**src/rtl/prog_table_pkg.sv**
```systemverilog
package prog_table_pkg;
  typedef enum logic [1:0] {
    STEP_KEEP     = 2'd0,
    STEP_POST_INC = 2'd1,
    STEP_POST_DEC = 2'd2,
    STEP_PRE_INC  = 2'd3
  } step_mode_e;

  typedef enum logic {
    ACC_READ  = 1'b0,
    ACC_WRITE = 1'b1
  } acc_kind_e;

  typedef enum logic [1:0] {
    SEQ_IDLE    = 2'd0,
    SEQ_ISSUE   = 2'd1,
    SEQ_CAPTURE = 2'd2
  } seq_state_e;
endpackage

```
**src/rtl/prog_table_ptr.sv**
```systemverilog
module prog_table_ptr #(
  parameter int PTR_W = 22
) (
  input  logic             clk,
  input  logic             rst_n,
  input  logic             bus_we,
  input  logic [1:0]       bus_sel,
  input  logic [7:0]       bus_data,
  input  logic             upd_en,
  input  logic [PTR_W-1:0] upd_val,
  output logic [PTR_W-1:0] ptr_q
);
  localparam int UPPER_W = PTR_W - 16;

  logic [PTR_W-1:0] ptr_nxt;

  always_comb begin
    ptr_nxt = upd_en ? upd_val : ptr_q;
    if (bus_we) begin
      case (bus_sel)
        2'd0:    ptr_nxt[7:0]        = bus_data;
        2'd1:    ptr_nxt[15:8]       = bus_data;
        2'd2:    ptr_nxt[PTR_W-1:16] = bus_data[UPPER_W-1:0];
        default: ;
      endcase
    end
  end

  always_ff @(posedge clk or negedge rst_n) begin
    if (!rst_n) ptr_q <= '0;
    else        ptr_q <= ptr_nxt;
  end
endmodule

```
**src/rtl/prog_table_hold.sv**
```systemverilog
module prog_table_hold #(
  parameter int IDX_W = 6
) (
  input  logic             clk,
  input  logic             rst_n,
  input  logic             we,
  input  logic [IDX_W-1:0] widx,
  input  logic [7:0]       wdata,
  input  logic [IDX_W-1:0] ridx,
  output logic [7:0]       rdata
);
  localparam int DEPTH = 1 << IDX_W;

  logic [7:0] slot [DEPTH];

  for (genvar i = 0; i < DEPTH; i++) begin : g_slot
    always_ff @(posedge clk or negedge rst_n) begin
      if (!rst_n)                            slot[i] <= '0;
      else if (we && widx == IDX_W'(i))      slot[i] <= wdata;
    end
  end

  assign rdata = slot[ridx];
endmodule

```
**src/rtl/prog_table_seq.sv**
```systemverilog
module prog_table_seq
  import prog_table_pkg::*;
#(
  parameter int PTR_W = 22,
  parameter int IDX_W = 6
) (
  input  logic             clk,
  input  logic             rst_n,
  input  logic [PTR_W-1:0] ptr_q,
  input  logic             op_valid,
  input  acc_kind_e        op_kind,
  input  step_mode_e       op_mode,
  output logic             op_ready,
  output logic             op_done,
  input  logic             lat_we,
  input  logic [7:0]       lat_wdata,
  output logic [7:0]       latch_q,
  output logic             mem_rd_en,
  output logic [PTR_W-1:0] mem_addr,
  input  logic [7:0]       mem_rd_data,
  output logic             hold_we,
  output logic [IDX_W-1:0] hold_idx,
  output logic [7:0]       hold_data,
  output logic             upd_en,
  output logic [PTR_W-1:0] upd_val
);
  localparam int STEP_W = PTR_W - 1;

  function automatic logic [PTR_W-1:0] step_ptr(input logic [PTR_W-1:0] p, input logic down);
    logic [STEP_W-1:0] low;
    low = down ? p[STEP_W-1:0] - STEP_W'(1) : p[STEP_W-1:0] + STEP_W'(1);
    return {p[PTR_W-1], low};
  endfunction

  seq_state_e       state;
  step_mode_e       mode_r;
  logic [PTR_W-1:0] acc_r;
  logic [PTR_W-1:0] ptr_inc, ptr_dec, acc_now;
  logic             accept;

  assign op_ready  = (state == SEQ_IDLE);
  assign accept    = op_valid && op_ready;
  assign ptr_inc   = step_ptr(ptr_q, 1'b0);
  assign ptr_dec   = step_ptr(ptr_q, 1'b1);
  assign acc_now   = (op_mode == STEP_PRE_INC) ? ptr_inc : ptr_q;

  assign hold_we   = accept && (op_kind == ACC_WRITE);
  assign hold_idx  = acc_now[IDX_W-1:0];
  assign hold_data = latch_q;

  assign mem_rd_en = (state == SEQ_ISSUE);
  assign mem_addr  = acc_r;

  always_comb begin
    upd_en  = 1'b0;
    upd_val = ptr_q;
    if (accept) begin
      if (op_mode == STEP_PRE_INC) begin
        upd_en = 1'b1; upd_val = ptr_inc;
      end else if (op_kind == ACC_WRITE && op_mode == STEP_POST_INC) begin
        upd_en = 1'b1; upd_val = ptr_inc;
      end else if (op_kind == ACC_WRITE && op_mode == STEP_POST_DEC) begin
        upd_en = 1'b1; upd_val = ptr_dec;
      end
    end else if (state == SEQ_CAPTURE) begin
      if (mode_r == STEP_POST_INC) begin
        upd_en = 1'b1; upd_val = ptr_inc;
      end else if (mode_r == STEP_POST_DEC) begin
        upd_en = 1'b1; upd_val = ptr_dec;
      end
    end
  end

  always_ff @(posedge clk or negedge rst_n) begin
    if (!rst_n) begin
      state   <= SEQ_IDLE;
      mode_r  <= STEP_KEEP;
      acc_r   <= '0;
      latch_q <= '0;
      op_done <= 1'b0;
    end else begin
      op_done <= hold_we || (state == SEQ_CAPTURE);
      case (state)
        SEQ_IDLE: if (accept && op_kind == ACC_READ) begin
          acc_r  <= acc_now;
          mode_r <= op_mode;
          state  <= SEQ_ISSUE;
        end
        SEQ_ISSUE:   state <= SEQ_CAPTURE;
        SEQ_CAPTURE: state <= SEQ_IDLE;
        default:     state <= SEQ_IDLE;
      endcase
      if (lat_we)                      latch_q <= lat_wdata;
      else if (state == SEQ_CAPTURE)   latch_q <= mem_rd_data;
    end
  end
endmodule

```
**src/rtl/prog_table_unit.sv**
```systemverilog
module prog_table_unit
  import prog_table_pkg::*;
#(
  parameter int PTR_W   = 22,
  parameter int IDX_W   = 6,
  parameter int BLOCK_W = 10,
  localparam int STEP_W = PTR_W - 1,
  localparam int ROW_W  = STEP_W - IDX_W,
  localparam int BLK_W  = STEP_W - BLOCK_W
) (
  input  logic              clk,
  input  logic              rst_n,
  input  logic              ptr_wr_en,
  input  logic [1:0]        ptr_wr_sel,
  input  logic [7:0]        ptr_wr_data,
  output logic [PTR_W-1:0]  ptr_value,
  input  logic              lat_wr_en,
  input  logic [7:0]        lat_wr_data,
  output logic [7:0]        latch_q,
  input  logic              op_valid,
  output logic              op_ready,
  input  logic              op_kind,
  input  logic [1:0]        op_mode,
  output logic              op_done,
  output logic              mem_rd_en,
  output logic [PTR_W-1:0]  mem_addr,
  input  logic [7:0]        mem_rd_data,
  input  logic [IDX_W-1:0]  hold_rd_idx,
  output logic [7:0]        hold_rd_data,
  input  logic              row_go,
  output logic              row_strobe,
  output logic [ROW_W-1:0]  row_addr,
  input  logic              erase_go,
  output logic              erase_strobe,
  output logic [BLK_W-1:0]  erase_addr
);
  logic             upd_en, hold_we;
  logic [PTR_W-1:0] upd_val;
  logic [IDX_W-1:0] hold_idx;
  logic [7:0]       hold_data;

  prog_table_ptr #(.PTR_W(PTR_W)) u_ptr (
    .clk(clk), .rst_n(rst_n),
    .bus_we(ptr_wr_en), .bus_sel(ptr_wr_sel), .bus_data(ptr_wr_data),
    .upd_en(upd_en), .upd_val(upd_val), .ptr_q(ptr_value)
  );

  prog_table_seq #(.PTR_W(PTR_W), .IDX_W(IDX_W)) u_seq (
    .clk(clk), .rst_n(rst_n), .ptr_q(ptr_value),
    .op_valid(op_valid), .op_kind(acc_kind_e'(op_kind)), .op_mode(step_mode_e'(op_mode)),
    .op_ready(op_ready), .op_done(op_done),
    .lat_we(lat_wr_en), .lat_wdata(lat_wr_data), .latch_q(latch_q),
    .mem_rd_en(mem_rd_en), .mem_addr(mem_addr), .mem_rd_data(mem_rd_data),
    .hold_we(hold_we), .hold_idx(hold_idx), .hold_data(hold_data),
    .upd_en(upd_en), .upd_val(upd_val)
  );

  prog_table_hold #(.IDX_W(IDX_W)) u_hold (
    .clk(clk), .rst_n(rst_n),
    .we(hold_we), .widx(hold_idx), .wdata(hold_data),
    .ridx(hold_rd_idx), .rdata(hold_rd_data)
  );

  always_ff @(posedge clk or negedge rst_n) begin
    if (!rst_n) begin
      row_strobe   <= 1'b0;
      row_addr     <= '0;
      erase_strobe <= 1'b0;
      erase_addr   <= '0;
    end else begin
      row_strobe   <= row_go;
      erase_strobe <= erase_go;
      if (row_go)   row_addr   <= ptr_value[STEP_W-1:IDX_W];
      if (erase_go) erase_addr <= ptr_value[STEP_W-1:BLOCK_W];
    end
  end
endmodule

```
**config.mk**
```make
export PLATFORM = sky130hd
export DESIGN_NAME = prog_table_unit
export DESIGN_NICKNAME = d
export VERILOG_FILES = /design/src/rtl/prog_table_pkg.sv /design/src/rtl/prog_table_ptr.sv /design/src/rtl/prog_table_hold.sv /design/src/rtl/prog_table_seq.sv /design/src/rtl/prog_table_unit.sv
export SDC_FILE = /design/constraint.sdc
export NUM_CORES = 1
export LEC_CHECK = 0
export ABC_AREA = 1
export CORE_MARGIN = 4
export CORE_UTILIZATION = 41
export CTS_CLUSTER_SIZE = 24
export DETAILED_ROUTE_END_ITERATION = 8
export GPL_ROUTABILITY_DRIVEN = 0
export PLACE_DENSITY = 0.61
export SLEW_MARGIN = 20
export SYNTH_ARGS = -nofsm -noshare
export SYNTH_HDL_FRONTEND = slang
export SYNTH_SLANG_ARGS = --single-unit
```
**constraint.sdc**
```tcl
create_clock -name clk -period 2.3 [get_ports clk]
set_clock_uncertainty 0.15 [all_clocks]
set_input_delay 0.345 -clock clk [delete_from_list [all_inputs] [get_ports clk]]
set_output_delay 0.345 -clock clk [all_outputs]
set_load 0.005 [all_outputs]
```
# Word level (Yosys, flattened, before mapping)
# Cells that the tools add are included.
# W data, S select, Z words.
[totals] inputBits=42 register_bits=597 wordCells=254
[classes] eq_ne=73 mux=27 n_bitwise=2 n_addsub=2 n_lt_le_gt_ge=1 reduce_logical=75
[ops] operator="$eq A6 B6 Y1 const B" n=32
[ops] operator="$mux W21" n=9
[ops] operator="$eq A6 B5 Y1 const B" n=16
[ops] operator="$logic_and A1 B1 Y1" n=69
[ops] operator="$bmux W8 S6" n=1
[ops] operator="$eq A6 B4 Y1 const B" n=8
[ops] operator="$mux W8" n=6
[ops] operator="$eq A6 B3 Y1 const B" n=4
[ops] operator="$mux W22" n=1
[ops] operator="$add A21 B1 Y21 const B" n=1
[ops] operator="$sub A21 B1 Y21 const B" n=1
[ops] operator="$eq A6 B2 Y1 const B" n=2
[ops] operator="$eq A2 B2 Y1 const B" n=5
[ops] operator="$eq A2 B1 Y1 const B" n=4
[ops] operator="$ge A7 B7 Y1 const B" n=1
[ops] operator="$mux W1" n=7
[ops] operator="$not A6 Y7" n=1
[ops] operator="$eq A6 B1 Y1 const B" n=1
[ops] operator="$logic_not A6 Y1" n=1
[ops] operator="$mux W6" n=1
[ops] operator="$logic_not A2 Y1" n=2
[ops] operator="$pmux W2 S2" n=1
[ops] operator="$mux W2" n=1
[ops] operator="$ne A2 B2 Y1 const B" n=1
[ops] operator="other kinds (4)" n=4

# Depth between registers and ports, before layout
[logic_depth] ltp_word=9 depth_mapped=14 depth_no_buf=13

# Hierarchy
# Synthesis repeated with hierarchy kept, for this count alone.
[hier_totals] cells_unflattened=3948 hier_area_um2=30036.3
[by_module_without_submodules] mod="prog_table_hold" area_each_um2=23737.8 cells_per_inst=2955 instances=1
[by_module_without_submodules] mod="prog_table_seq" area_each_um2=3992.6 cells_per_inst=709 instances=1
[by_module_without_submodules] mod="prog_table_ptr" area_each_um2=1234.9 cells_per_inst=171 instances=1
[by_module_without_submodules] mod="prog_table_unit" area_each_um2=1071.0 cells_per_inst=113 instances=1

# Worst setup path after synthesis
# No wires, ideal clock.
[synth_path] path_kind="register to register" start="register u_ptr.ptr_q[0]" end="register u_hold.slot[154] (netlist name)" period_less_slack_ns=2.507 required_time_ns=2.021 t_arrival_ns=2.229 setup_slack_ns=-0.207 path_buffers=1 stages_incl_launch_ff=12 cell_sequence="dfrtp_1 inv_1 ha_1 inv_1 nor2_1 a21oi_1 nand2_1 nor2_2 nand2_4 buf_6 nand2_1 o21ai_2"
[synth_via] elab_chain_len=4
[synth_lines] item="start: declaration" line_no="prog_table_ptr.sv:11" rtl="output logic [PTR_W-1:0] ptr_q"
[synth_lines] item="start signal: assignment" line_no="prog_table_ptr.sv:31" rtl="else ptr_q <= ptr_nxt;"
[synth_lines] item="$add A21 B1 Y21" line_no="prog_table_seq.sv:31" rtl="low = down ? p[STEP_W-1:0] - STEP_W'(1) : p[STEP_W-1:0] + STEP_W'(1);"
[synth_lines] item="$mux W21 (*)" line_no="prog_table_seq.sv:45" rtl="assign acc_now = (op_mode == STEP_PRE_INC) ? ptr_inc : ptr_q;"
[synth_lines] item="$eq A6 B6 Y1 (*)" line_no="prog_table_hold.sv:19" rtl="else if (we && widx == IDX_W'(i)) slot[i] <= wdata;"
[synth_lines] item="$logic_and A1 B1 Y1 (*)" line_no="prog_table_hold.sv:19"
[synth_lines] item="end signal: indexed assignment" line_no="prog_table_hold.sv:19"
[synth_lines] item="end: declaration" line_no="prog_table_hold.sv:14" rtl="logic [7:0] slot [DEPTH];"
# Mark *: on every way between the ends. The rest lies on a longest branch, timed or not.
# A chain may end at the register's enable or synchronous reset.

# Worst setup path in the final report
[layout_path] start="register u_hold.slot[362] (netlist name)" end="output hold_rd_data[2]"
[layout_via] elab_chain_len=3
[layout_lines] item="$bmux W8 S6" line_no="prog_table_hold.sv:23" rtl="assign rdata = slot[ridx];"
[layout_lines] item="$mux W8 (implied by the code) (2 in a row)" line_no="prog_table_hold.sv:23"
[layout_lines] item="end: declaration" line_no="prog_table_unit.sv:29" rtl="output logic [7:0] hold_rd_data,"
# No other way between the ends. The select of a mux whose other input is x is not followed.

==> flow_metrics.tcl <==
set metrics [dict create \
    ff2ff_path_depth 14 \
    syn_to_final_growth_pct 44.53 \
    coreArea_um2 69070 \
    clkTransAtPathRegs_ns 0.06 \
    drive_gt1_share_pct 34.29 \
    grt_pass1_vias 26060 \
    period_needed_ns 2.684 \
    arrival_ns 2.19 \
    synth_edf_count 0 \
    synth_ff_type "dfrtp_1" \
    wire_per_inst_um 22.71 \
    clock.fmax_mhz 372.5 \
    synth-seq-cells 597 \
    finalWorstSetupSlack_ns -0.3843 \
    clock_latency_ns 0.63 \
    critical_path_class "flip-flop to output pin" \
    violations "negative setup slack" \
    synth_most_common_cell "nand2_1" \
    dp_hpwl_um 60490 \
    worst_slew_pin_slew_ns 0.7291 \
    ff2ff_setup_slack_ns -0.33 \
    drt-total-wl_um 109800 \
    min_path_type "input pin to asynchronous set/reset pin" \
    power.density_nw_per_um2 942.1 \
    grt_max_degree 74 \
    crit-reg2reg-launch "u_ptr.ptr_q[0]" \
    numPortBuffers 132 \
    yosys-top-cells-count "nand2_1, o21ai_0, dfrtp_1, nor2_1, clkbuf_1" \
    yosysSeqAreaShare_pct 51.97 \
    cp-start-kind "flip-flop" \
    yosysTopAreaCell "dfrtp_1" \
    fp.dieH_um 272.8 \
    ios 133 \
    antenna_left 0 \
    crit_cells 7 \
    drv_cap 0 \
    track_usage_pct 27.02 \
    p_leak_nw 17.69 \
    synthTopCellsByArea "dfrtp_1, nand2_1, o21ai_0, nor2_1, o21ai_1" \
    finalCritPeriodShare_pct 116.7 \
    syn_inst 3490 \
    ys_warn_count 0 \
    syn_area_um2 28750 \
    cts-buffers-inserted 69 \
    critPathLaunch "u_hold.slot[362]" \
    cts_root_buf "clkbuf_16" \
    critical_path.cell_chain "o21ai_0 > o22ai_1 > o211ai_1 > nand3_1 > nand3_2 > nand2_2 > buf_6" \
    path_delay_family "compound AO/OA/AOI/OAI gates" \
    start_util_pct 41.62 \
    r2r-end "u_hold.slot[342]" \
    cts_buffer_depth 3 \
    first_pass_iters 6 \
    cts_max_level 3 \
    gr-total-overflow 0 \
    hold_ws_ns 0.09925 \
    slew_viol_final 0 \
    vias 28300 \
    critPathCaptureType "output pin" \
    synth.net_count 3536 \
    row_count 96 \
    cp_max_fo 2 \
    dieArea_um2 74420 \
    grt_first_pass_wirelength_um 158300 \
    fin_nets 3901 \
    setup_violations 520 \
    async_flop_share_pct 100.0 \
    hold_viol 0 \
    avgSynthCellArea_um2 8.237 \
    clock_sinks 597 \
    ir_drop_v 0.0005505 \
    yosysTopAreaCellShare_pct 51.97 \
    synth_cell_type_count 40 \
    drcViolationCount 0 \
    cp_slowest_cell "o22ai_1" \
    die_w_um 272.8 \
    place_ws_ns -0.8123 \
    setup.worst_path.end "hold_rd_data[2]" \
    status "finished, violations left" \
    cp_num_buf_inv 1 \
    viasPerCell 5.852 \
    worst_ep_required_time_ns 1.80 \
    rsz0062_at_grt "yes" \
    relSlewSlack_pct 51.40 \
    num_antenna_cells 0 \
    cts_tree "done" \
    drt-initial-drc-count 2769 \
    max_stage_delay_ns 0.40 \
    antenna_found_initial 0 \
]
## through the flow
stage                     std cells  cell area [um^2]  setup TNS [ns]  total power [mW]  utilization [%]
after CTS                      4795             38310          -43.42             36.50            55.47
after detailed placement       4561             32950         -211.29             23.66            47.71
final                          4836             41550          -55.26             39.14            60.16
after global routing           4836             41550          -96.65             40.93            60.16
after global placement         4561             32950         -198.06             23.46            47.71
after floorplan                3490             28830          -3.947             19.54                -
## worst min path at each step
stage,endpoint,slack [ns],depth (start not counted)
5_1_grt,u_hold.slot[437],0.11,2
6_report,u_hold.slot[437],0.1,2
3_5_place_dp,u_hold.slot[437],0.16,1
3_3_place_gp,u_hold.slot[437],0.16,1
2_1_floorplan,erase_addr[0],-0.10,0
4_1_cts,u_hold.slot[437],0.09,2
## power by group
group	switching, mW	internal, mW
clock	4.68	6.47
sequential	2.42	13.3
combinational	6.68	5.61
total	13.8	25.4
## logic make-up after synthesis
| group | Yosys count | synth area share [%] |
|---|---|---|
| mux | 8 | 0.2786 |
| simple gates | 1394 | 20.07 |
| fa+ha+maj | 4 | 0.1741 |
| xor+xnor | 21 | 0.6659 |
| flops | 597 | 51.97 |
| compound gates | 1111 | 21.12 |
| buf+inv | 355 | 5.723 |
## cell usage in the layout (no fill, tap or decap), drive strengths merged, types with 2 or more instances in the layout
cell / n
buf: 391
nand2: 929
dfrtp: 597
clkdlybuf4s50: 118
xnor2: 3
inv: 84
clkinvlp: 2
clkinv: 19
nor3: 2
clkbuf: 106
nor2: 388
o221ai: 49
o22ai: 79
o21ai: 826
mux2i: 8
bufbuf: 2
nand4: 6
a31oi: 2
bufinv: 4
nand3: 107
o211ai: 68
a21oi: 86
xor2: 18
ha: 4
or2: 3
## registers in the layout (all words and copies together), names as in the netlist
signal           flops
u_seq.hold_data      8
row_strobe           1
erase_addr          11
erase_strobe         1
u_seq.mem_addr      22
u_seq.state          2
u_ptr.ptr_q         22
row_addr            15
u_hold.slot        512
u_seq.op_done        1
u_seq.mode_r         2
## routing by layer
layer	wire [um]	global-route usage, %	vias up
met5	0	0	-
met2	52790	43.99	1416
met3	8727	4.662	312
met1	43310	36.44	13920
li1	-	-	12660
met4	5004	10.01	0
## what timing repair did
| action | in CTS | in global routing |
|---|---|---|
| endpoints found under the setup margin | 523 | 533 |
| hold buffers | 1 | 0 |
| hold endpoints to repair | 571 | 0 |
| buffers inserted | 69 | 31 |
| gates resized for setup | 547 | 964 |
| pin swaps | 155 | 223 |
| gates cloned | 46 | 23 |
## layout make-up
type | count | area [um^2]
Inverter | 87 | 364.1
Timing Repair Buffer | 520 | 6334
Fill cell | 5621 | 27520
Sequential cell | 597 | 14940
Multi-Input combinational cell | 2580 | 16470
Tap cell | 931 | 1165
Clock inverter | 22 | 296.5
Clock buffer | 99 | 1972
No activity file was read; power rests on OpenSTA's default activity.
